[src/rtl/shift_unit_pkg.sv]
package shift_unit_pkg;

    parameter int BYTE_W = 8;
    localparam int NIB_W = BYTE_W / 2;

    // flag bit positions (decoded by condition logic elsewhere)
    localparam int FL_S  = 7;
    localparam int FL_Z  = 6;
    localparam int FL_H  = 4;
    localparam int FL_PV = 2;
    localparam int FL_N  = 1;
    localparam int FL_C  = 0;

    localparam logic [7:0] MASK_GEN = 8'hD7;
    localparam logic [7:0] MASK_ACC = 8'h13;
    localparam logic [7:0] MASK_NIB = 8'hD6;
    localparam logic [7:0] KEEP_BITS = 8'h28;

    typedef enum logic [3:0] {
        OP_RLT   = 4'd0,
        OP_RRT   = 4'd1,
        OP_RLCIR = 4'd2,
        OP_RRCIR = 4'd3,
        OP_SHL   = 4'd4,
        OP_SAR   = 4'd5,
        OP_SHR   = 4'd6,
        OP_NIBL  = 4'd7,
        OP_NIBR  = 4'd8,
        OP_ARLT  = 4'd9,
        OP_ARRT  = 4'd10,
        OP_ARLC  = 4'd11,
        OP_ARRC  = 4'd12,
        OP_NOP13 = 4'd13,
        OP_NOP14 = 4'd14,
        OP_NOP15 = 4'd15
    } op_e;

    typedef enum logic [1:0] {
        FK_GEN,
        FK_ACC,
        FK_NIB,
        FK_NONE
    } flag_kind_e;

    typedef enum logic [2:0] {
        SH_RL_THRU,
        SH_RR_THRU,
        SH_RL_CIRC,
        SH_RR_CIRC,
        SH_LEFT_ZERO,
        SH_RIGHT_SIGN,
        SH_RIGHT_ZERO,
        SH_PASS
    } shift_kind_e;

    typedef struct packed {
        logic [BYTE_W-1:0] data;
        logic              cout;
    } shift_res_t;

    typedef struct packed {
        logic [BYTE_W-1:0] acc;
        logic [BYTE_W-1:0] mem;
    } nib_res_t;

    typedef struct packed {
        shift_kind_e shk;
        flag_kind_e  fk;
        logic        nib;
        logic        nib_left;
    } op_dec_t;

    function automatic op_dec_t decode_op(input op_e op);
        op_dec_t d;
        d = '{shk: SH_PASS, fk: FK_NONE, nib: 1'b0, nib_left: 1'b0};
        unique case (op)
            OP_RLT:   begin d.shk = SH_RL_THRU;    d.fk = FK_GEN; end
            OP_RRT:   begin d.shk = SH_RR_THRU;    d.fk = FK_GEN; end
            OP_RLCIR: begin d.shk = SH_RL_CIRC;    d.fk = FK_GEN; end
            OP_RRCIR: begin d.shk = SH_RR_CIRC;    d.fk = FK_GEN; end
            OP_SHL:   begin d.shk = SH_LEFT_ZERO;  d.fk = FK_GEN; end
            OP_SAR:   begin d.shk = SH_RIGHT_SIGN; d.fk = FK_GEN; end
            OP_SHR:   begin d.shk = SH_RIGHT_ZERO; d.fk = FK_GEN; end
            OP_NIBL:  begin d.nib = 1'b1; d.nib_left = 1'b1; d.fk = FK_NIB; end
            OP_NIBR:  begin d.nib = 1'b1; d.fk = FK_NIB; end
            OP_ARLT:  begin d.shk = SH_RL_THRU;    d.fk = FK_ACC; end
            OP_ARRT:  begin d.shk = SH_RR_THRU;    d.fk = FK_ACC; end
            OP_ARLC:  begin d.shk = SH_RL_CIRC;    d.fk = FK_ACC; end
            OP_ARRC:  begin d.shk = SH_RR_CIRC;    d.fk = FK_ACC; end
            default:  begin d.shk = SH_PASS;       d.fk = FK_NONE; end
        endcase
        return d;
    endfunction

    function automatic logic even_parity(input logic [BYTE_W-1:0] v);
        return ~(^v);
    endfunction

endpackage

[src/rtl/su_bit_shifter.sv]
module su_bit_shifter
    import shift_unit_pkg::*;
#(
    parameter int W = BYTE_W
) (
    input  shift_kind_e    kind,
    input  logic [W-1:0]   a,
    input  logic           cin,
    output shift_res_t     res
);
    localparam int MSB = W - 1;

    logic [W-1:0] from_right;  // bit i takes a[i-1]
    logic [W-1:0] from_left;   // bit i takes a[i+1]

    genvar gi;
    generate
        for (gi = 1; gi < W; gi++) begin : g_left_tap
            assign from_right[gi] = a[gi-1];
        end
        for (gi = 0; gi < W - 1; gi++) begin : g_right_tap
            assign from_left[gi] = a[gi+1];
        end
    endgenerate

    logic fill_lsb;
    logic fill_msb;

    always_comb begin
        fill_lsb = 1'b0;
        fill_msb = 1'b0;
        unique case (kind)
            SH_RL_THRU:    fill_lsb = cin;
            SH_RL_CIRC:    fill_lsb = a[MSB];
            SH_RR_THRU:    fill_msb = cin;
            SH_RR_CIRC:    fill_msb = a[0];
            SH_RIGHT_SIGN: fill_msb = a[MSB];
            default: begin
                fill_lsb = 1'b0;
                fill_msb = 1'b0;
            end
        endcase
    end

    logic [W-1:0] left_word;
    logic [W-1:0] right_word;

    always_comb begin
        left_word           = from_right;
        left_word[0]        = fill_lsb;
        right_word          = from_left;
        right_word[MSB]     = fill_msb;
    end

    always_comb begin
        unique case (kind)
            SH_RL_THRU, SH_RL_CIRC, SH_LEFT_ZERO: begin
                res.data = left_word;
                res.cout = a[MSB];
            end
            SH_RR_THRU, SH_RR_CIRC, SH_RIGHT_SIGN, SH_RIGHT_ZERO: begin
                res.data = right_word;
                res.cout = a[0];
            end
            default: begin
                res.data = a;
                res.cout = cin;
            end
        endcase
    end
endmodule

[src/rtl/su_nibble_rot.sv]
module su_nibble_rot
    import shift_unit_pkg::*;
#(
    parameter int W = BYTE_W
) (
    input  logic         left,
    input  logic [W-1:0] acc,
    input  logic [W-1:0] mem,
    output nib_res_t     res
);
    localparam int H = W / 2;

    logic [H-1:0] acc_hi, acc_lo, mem_hi, mem_lo;

    always_comb begin
        acc_hi = acc[W-1:H];
        acc_lo = acc[H-1:0];
        mem_hi = mem[W-1:H];
        mem_lo = mem[H-1:0];
        if (left) begin
            res.acc = {acc_hi, mem_hi};
            res.mem = {mem_lo, acc_lo};
        end else begin
            res.acc = {acc_hi, mem_lo};
            res.mem = {acc_lo, mem_hi};
        end
    end
endmodule

[src/rtl/su_flag_gen.sv]
module su_flag_gen
    import shift_unit_pkg::*;
#(
    parameter int W = BYTE_W
) (
    input  flag_kind_e   kind,
    input  logic [W-1:0] result,
    input  logic         cout,
    input  logic [7:0]   flags_in,
    output logic [7:0]   flags_out,
    output logic [7:0]   mask
);
    logic s_bit, z_bit, p_bit;

    always_comb begin
        s_bit = result[W-1];
        z_bit = (result == '0);
        p_bit = even_parity(result);
    end

    always_comb begin
        flags_out = flags_in;
        mask      = '0;
        unique case (kind)
            FK_GEN: begin
                flags_out[FL_S]  = s_bit;
                flags_out[FL_Z]  = z_bit;
                flags_out[FL_PV] = p_bit;
                flags_out[FL_H]  = 1'b0;
                flags_out[FL_N]  = 1'b0;
                flags_out[FL_C]  = cout;
                mask             = MASK_GEN;
            end
            FK_NIB: begin
                flags_out[FL_S]  = s_bit;
                flags_out[FL_Z]  = z_bit;
                flags_out[FL_PV] = p_bit;
                flags_out[FL_H]  = 1'b0;
                flags_out[FL_N]  = 1'b0;
                mask             = MASK_NIB;
            end
            FK_ACC: begin
                flags_out[FL_H]  = 1'b0;
                flags_out[FL_N]  = 1'b0;
                flags_out[FL_C]  = cout;
                mask             = MASK_ACC;
            end
            default: begin
                flags_out = flags_in;
                mask      = '0;
            end
        endcase
    end
endmodule

[src/rtl/shift_rot_unit.sv]
module shift_rot_unit
    import shift_unit_pkg::*;
#(
    parameter int DATA_W = BYTE_W
) (
    input  logic              clk,
    input  logic              rst,
    input  logic [3:0]        op_i,
    input  logic [DATA_W-1:0] opnd_i,
    input  logic [DATA_W-1:0] mem_i,
    input  logic [7:0]        flags_i,
    output logic [DATA_W-1:0] res_o,
    output logic [DATA_W-1:0] mem_o,
    output logic [7:0]        flags_o,
    output logic [7:0]        mask_o
);
    op_dec_t    dec;
    shift_res_t sh;
    nib_res_t   nb;

    logic [DATA_W-1:0] res_n, mem_n;
    logic              cout_n;
    logic [7:0]        flags_n, mask_n;

    always_comb dec = decode_op(op_e'(op_i));

    su_bit_shifter #(.W(DATA_W)) u_shift (
        .kind (dec.shk),
        .a    (opnd_i),
        .cin  (flags_i[FL_C]),
        .res  (sh)
    );

    su_nibble_rot #(.W(DATA_W)) u_nib (
        .left (dec.nib_left),
        .acc  (opnd_i),
        .mem  (mem_i),
        .res  (nb)
    );

    always_comb begin
        if (dec.nib) begin
            res_n  = nb.acc;
            mem_n  = nb.mem;
            cout_n = flags_i[FL_C];
        end else begin
            res_n  = sh.data;
            mem_n  = mem_i;
            cout_n = sh.cout;
        end
    end

    su_flag_gen #(.W(DATA_W)) u_flags (
        .kind      (dec.fk),
        .result    (res_n),
        .cout      (cout_n),
        .flags_in  (flags_i),
        .flags_out (flags_n),
        .mask      (mask_n)
    );

    always_ff @(posedge clk) begin
        if (rst) begin
            res_o   <= '0;
            mem_o   <= '0;
            flags_o <= '0;
            mask_o  <= '0;
        end else begin
            res_o   <= res_n;
            mem_o   <= mem_n;
            flags_o <= flags_n;
            mask_o  <= mask_n;
        end
    end
endmodule

[config.mk]
export PLATFORM = sky130hd
export DESIGN_NAME = shift_rot_unit
export DESIGN_NICKNAME = d
export VERILOG_FILES = /design/src/rtl/shift_unit_pkg.sv /design/src/rtl/su_bit_shifter.sv /design/src/rtl/su_nibble_rot.sv /design/src/rtl/su_flag_gen.sv /design/src/rtl/shift_rot_unit.sv
export SDC_FILE = /design/constraint.sdc
export NUM_CORES = 1
export LEC_CHECK = 0
export BUFFER_PORTS_ARGS = -buffer_cell sky130_fd_sc_hd__buf_2
export CAP_MARGIN = 0
export CORE_ASPECT_RATIO = 0.6
export CORE_MARGIN = 8
export CORE_UTILIZATION = 45
export CTS_CLUSTER_SIZE = 20
export DETAILED_ROUTE_END_ITERATION = 6
export PLACE_DENSITY_LB_ADDON = 0.15
export SETUP_SLACK_MARGIN = 0.5
export SYNTH_ARGS = -nofsm -noshare
export SYNTH_HDL_FRONTEND = slang
export SYNTH_HIERARCHICAL = 1
export SYNTH_SLANG_ARGS = --single-unit
[constraint.sdc]
create_clock -name clk -period 3.9 [get_ports clk]
set_clock_uncertainty 0.15 [all_clocks]
set_input_delay 0.39 -clock clk [delete_from_list [all_inputs] [get_ports clk]]
set_output_delay 0.39 -clock clk [all_outputs]
set_load 0.005 [all_outputs]
==> reports/qor.yml, run 1 <==
status: "completed"
syn-cell-area_sq_mm: 0.00217
stdcell_area_sq_mm: 0.00250
cap_violations: 0
rows: 19
place_area_sq_mm: 0.00240
fin_nets: 306
critical_path_required_ns: 3.90
hold_violations: 0
dp.final_hpwl_um: 3400
grt_max_degree: 49
track_usage_pct: 12.8
tritoncts: "yes"
diodes: 0
synth-seq-cells: 32
rsz0062_at_grt: "false"
io_pins: 62
slew_headroom_pct: 55.7
dieArea_sq_mm: 0.00738
cp-end-kind: "register"
slew_violations: 0
fin_crit_sh_pct: 70.9
p_leak_nw: 1.30
vias_per_cell: 4.72
grt_pass1_vias: 1593
worst_ep_arrival_time_ns: 2.76
synth_area_per_cell_sq_um: 9.61
cts_resized: 0
worst_slack_ns: 1.13
synth.distinct_cells: 35
holdBufCountCts: 0
clock-sinks: 32
numCtsBuffers: 5
fin_cells: 335
wirelength_um: 4520
finalCriticalPeriod_ns: 2.77
ys_warn_count: 6
finalSetupViolations: 0
die_w_um: 106
grt_pass1_wl_um: 7620
wl_per_cell_um: 13.5
synth_seq_area_share_pct: 29.5
clk_pin_slew_ns: 0.06
yosys-top-cells-area: "dfxtp_1 29%, mux2i_1 11%, mux2_4 10%"
root_buffer: "clkbuf_8"
start_util_pct: 47.1
drive_above_1_share_pct: 38.2
htreeDepth: 2
yosys.area.top_type: "dfxtp_1"
power_density_mw_per_mm2: 356
ir_drop_uv: 159
gp_congestion: 0.776
dpl_worst_slack_ns: 0.824
fin_util_pct: 54.2
clockBufferDepth: 2
die_h_um: 69.8
numPortBuffers: 61
min_path_type: "primary input to register"
mostFrequentLayoutCell: "buf_2"
core_area_sq_mm: 0.00461
max_freq_mhz: 361
synthCells: 226
fin_tns_setup_ns: 0
dp.cells: 328
whs_ns: 0.165
synth_flop_cell: "dfxtp_1"
synth.top_cell.area_share_pct: 29.5
p_total_mw: 0.890
antenna_found_initial: 0
grt-ovfl-total: 0
syn2layout_area_growth_pct: 15.0
drt_first_pass_iters: 4
synth-edff-count: 0
final_cell_mix: "61 x buf_2, 34 x nand2b_1, 32 x dfxtp_1"
start_kind: "primary input"
via_count: 1580
path_class: "primary input to register"
drtAntennaViolNets: 0
postCtsSetupRepairBufs: 0
drtIter0Drc: 71
drc_errors: 0
worst_pin_slew_ns: 0.665
crit_path_max_fanout: 11
synth-async-reset-ratio_pct: 0
cell type report:
cell class	instances	area [sq um]
repair buffers	64	328
clock buffers	7	96.3
flip-flops and latches	32	641
well taps	63	78.8
inverters	11	41.3
multi-input cells	158	1310
fillers	450	2110
worst paths after layout:
kind	start	to	slack, ns	depth (start not counted)
max	op_i[2]	flags_o[2]$_SDFF_PP0_	1.13	15
min	flags_i[5]	flags_o[5]$_SDFF_PP0_	0.16	2
kinds of logic after synthesis:
| group | share of synthesized area, % |
|---|---|
| AOI/OAI and AO/OA | 9.79 |
| muxes | 26.1 |
| xor gates and xnor gates | 1.61 |
| buffers and inverters | 10.3 |
| and+or+nand+nor | 19.8 |
| adders and majority gates | 2.77 |
| DFF | 29.5 |
| other | 0.173 |
synthesized netlist by cell type (4+ instances only):
| library cell | count |
|---|---|
| a21o_2 | 5 |
| buf_2 | 4 |
| buf_4 | 13 |
| buf_6 | 4 |
| clkbuf_1 | 5 |
| dfxtp_1 | 32 |
| ha_1 | 4 |
| inv_1 | 11 |
| mux2_2 | 9 |
| mux2_4 | 15 |
| mux2i_1 | 24 |
| nand2_1 | 6 |
| nand2b_1 | 34 |
| nor2b_1 | 16 |
| o211ai_1 | 6 |
| o21ai_0 | 14 |
routing by layer:
layer	share of wire [%]	vias to the layer above	global-route usage (%)
met3	7.3	8	5.01
met5	0	-	0
met2	41	38	18.6
met1	50	698	16.1
met4	1.8	0	5.58
li1	-	836	-
power breakdown:
group	switching [mW]	internal [mW]	leakage, nW
clock	0.117	0.157	0.0503
sequential	0.00550	0.355	0.266
combinational	0.121	0.135	0.981
sequential cells by signal, summed over array words and instances (netlist names):
signal   count
res_o        8
flags_o      8
mask_o       8
mem_o        8
worst max-delay path, stage by stage:
cell and delay [ns]:
buf_2 0.15, nand2b_1 0.16, o21ai_0 0.14, o21ai_0 0.10, buf_4 0.19, mux2_4 0.30
mux2i_1 0.12, o21ai_1 0.13, mux2_2 0.29, inv_1 0.05, ha_1 0.23, xnor2_1 0.17
xnor2_1 0.14, o21ai_1 0.07, nor2b_1 0.13
(Power assumes the default switching activity.)
==> inputs of run 2 (changes only) <==
Clock period 3.9 ns to 2.36 ns, I/O delays scaled along.
==> run 2 against run 1 <==
Sequential share of layout area decreased by 6.4 points. The flow now finishes with violations (negative setup slack). Final cell count up 19%. Largest cell class unchanged. Global-route usage up 3.7 points. Critical endpoint is now res_o[2]$_SDFF_PP0_. Final area rose by 33%.
==> reports/qor.yml, run 2 (same netlist as run 1, synthesis figures left out) <==
path_cells: "buf_8 > buf_4 > o21ai_4 > o21ai_4 > nand2_8 > buf_12 > mux2i_2 > o21ai_2 > buf_4 > buf_4 > buf_4 > buf_4 > buf_4 > buf_4 > buf_4 > buf_4 > nand2b_1 > mux2i_1"
htreeDepth: 2
via_count: 1925
grtUsageMet1_pct: 17.9
dpl_worst_slack_ns: -0.473
p_total_mw: 1.92
slew_headroom_pct: 55.8
hold_violations: 0
grt-ovfl-total: 0
clockBufferDepth: 2
crit_path_max_fanout: 6
antenna_found_initial: 0
dieArea_sq_mm: 0.00738
fin_crit_sh_pct: 103
regArea_sq_um: 641
top_usage_layer: "met2"
fin_tns_setup_ns: -0.136
root_buffer: "clkbuf_8"
drtIter0Drc: 136
tritoncts: "yes"
status: "finished with violations"
path_class: "primary input to register"
wirelength_um: 6070
die_h_um: 69.8
multi_input_area_sq_mm: 0.00150
start_util_pct: 47.1
slowest_delay_ns: 0.22
diodes: 0
clk_pin_slew_ns: 0.07
power_density_mw_per_mm2: 576
start_kind: "primary input"
drt_first_pass_iters: 4
rows: 19
numPortBuffers: 61
critPathSlowestCell: "mux2i_2"
mostFrequentLayoutCell: "buf_2"
p_leak_nw: 1.70
worst_slack_ns: -0.0742
violations: "negative setup slack"
die_w_um: 106
nFillCells: 321
numCtsBuffers: 5
dp.final_hpwl_um: 3750
cap_violations: 0
drc_errors: 0
final_cell_mix: "57 x buf_2, 38 x buf_4, 33 x nand2b_1"
track_usage_pct: 16.4
grt_use_met3_pct: 5.57
grt_max_degree: 49
worst_pin_slew_ns: 0.663
critical_path_required_ns: 2.39
clock-sinks: 32
wl_per_cell_um: 15.3
cp-end-kind: "register"
worst_ep_arrival_time_ns: 2.46
core_area_sq_mm: 0.00461
stdcell_area_sq_mm: 0.00333
min_path_type: "primary input to register"
slew_violations: 0
path_common_cell: "buf_4"
whs_ns: 0.00805
finalCriticalPeriod_ns: 2.43
grt_pass1_wl_um: 9900
syn2layout_area_growth_pct: 53.2
drtAntennaViolNets: 0
max_freq_mhz: 411
grt_pass1_vias: 2039
io_pins: 62
finalSetupViolations: 2
rsz0062_at_grt: "true"
drive_above_1_share_pct: 57.2
ir_drop_uv: 364
met2_usage_pct: 28.8
gp_congestion: 0.853
fin_nets: 367
cp_top_family: "buffers and inverters"
vias_per_cell: 4.85
path_buf_inv: 11
place_area_sq_mm: 0.00263
[run 2: cell types whose count changed in the layout (fill, tap and decap cells not counted), moves of 5 or more]
cell and change:
buf_4 +35, buf_6 +24, inv_1 -9, o21ai_0 -9
inv_2 +5, mux2_2 -5, mux2_4 +5
[run 2: where the power goes]
part / leakage (nW) / total, mW / internal (mW) / switching (mW)
Combinational: 1.37 / 0.745 / 0.438 / 0.307
Sequential: 0.266 / 0.596 / 0.587 / 0.00915
Clock: 0.0645 / 0.575 / 0.372 / 0.203
Total: 1.70 / 1.92 / 1.40 / 0.519
[run 2: area by class of cell]
class                           instances  share of cell area (%)
Multi-Input combinational cell        159                    45.1
Timing Repair Buffer                  124                    28.0
Sequential cell                        32                    19.2
Clock buffer                            7                    2.89
Tap cell                               63                    2.37
Inverter                               11                    1.54
Clock inverter                          1                   0.902
[run 2: final timing paths]
kind | startpoint | to | slack, ns | cells past startpoint
max | op_i[0] | res_o[2]$_SDFF_PP0_ | -0.07 | 18
min | flags_i[5] | flags_o[5]$_SDFF_PP0_ | 0.008 | 2
[run 2: layer usage]
layer  share of wire, %  vias up
li1                   -      962
met1                 42      904
met2                 50       46
met3                6.3       13
met4                1.9        0
met5                  0        -
[run 2: repair_timing]
| item | 4_1_cts | 5_1_grt |
|---|---|---|
| cloned | 1 | 0 |
| endpoints found under the setup margin | 4 | 7 |
| buffers inserted | 33 | 4 |
| resized for setup | 62 | 11 |
| hold buffers | 0 | 0 |
| pin swaps | 19 | 12 |
[run 2: metrics by stage]
| step | cells | utilization [%] |
|---|---|---|
| global route | 397 | 72.2 |
| finish | 397 | 72.2 |
| CTS | 393 | 70.4 |
| floorplan | 227 | - |
| global placement | 351 | 57.0 |
| detailed placement | 351 | 57.0 |
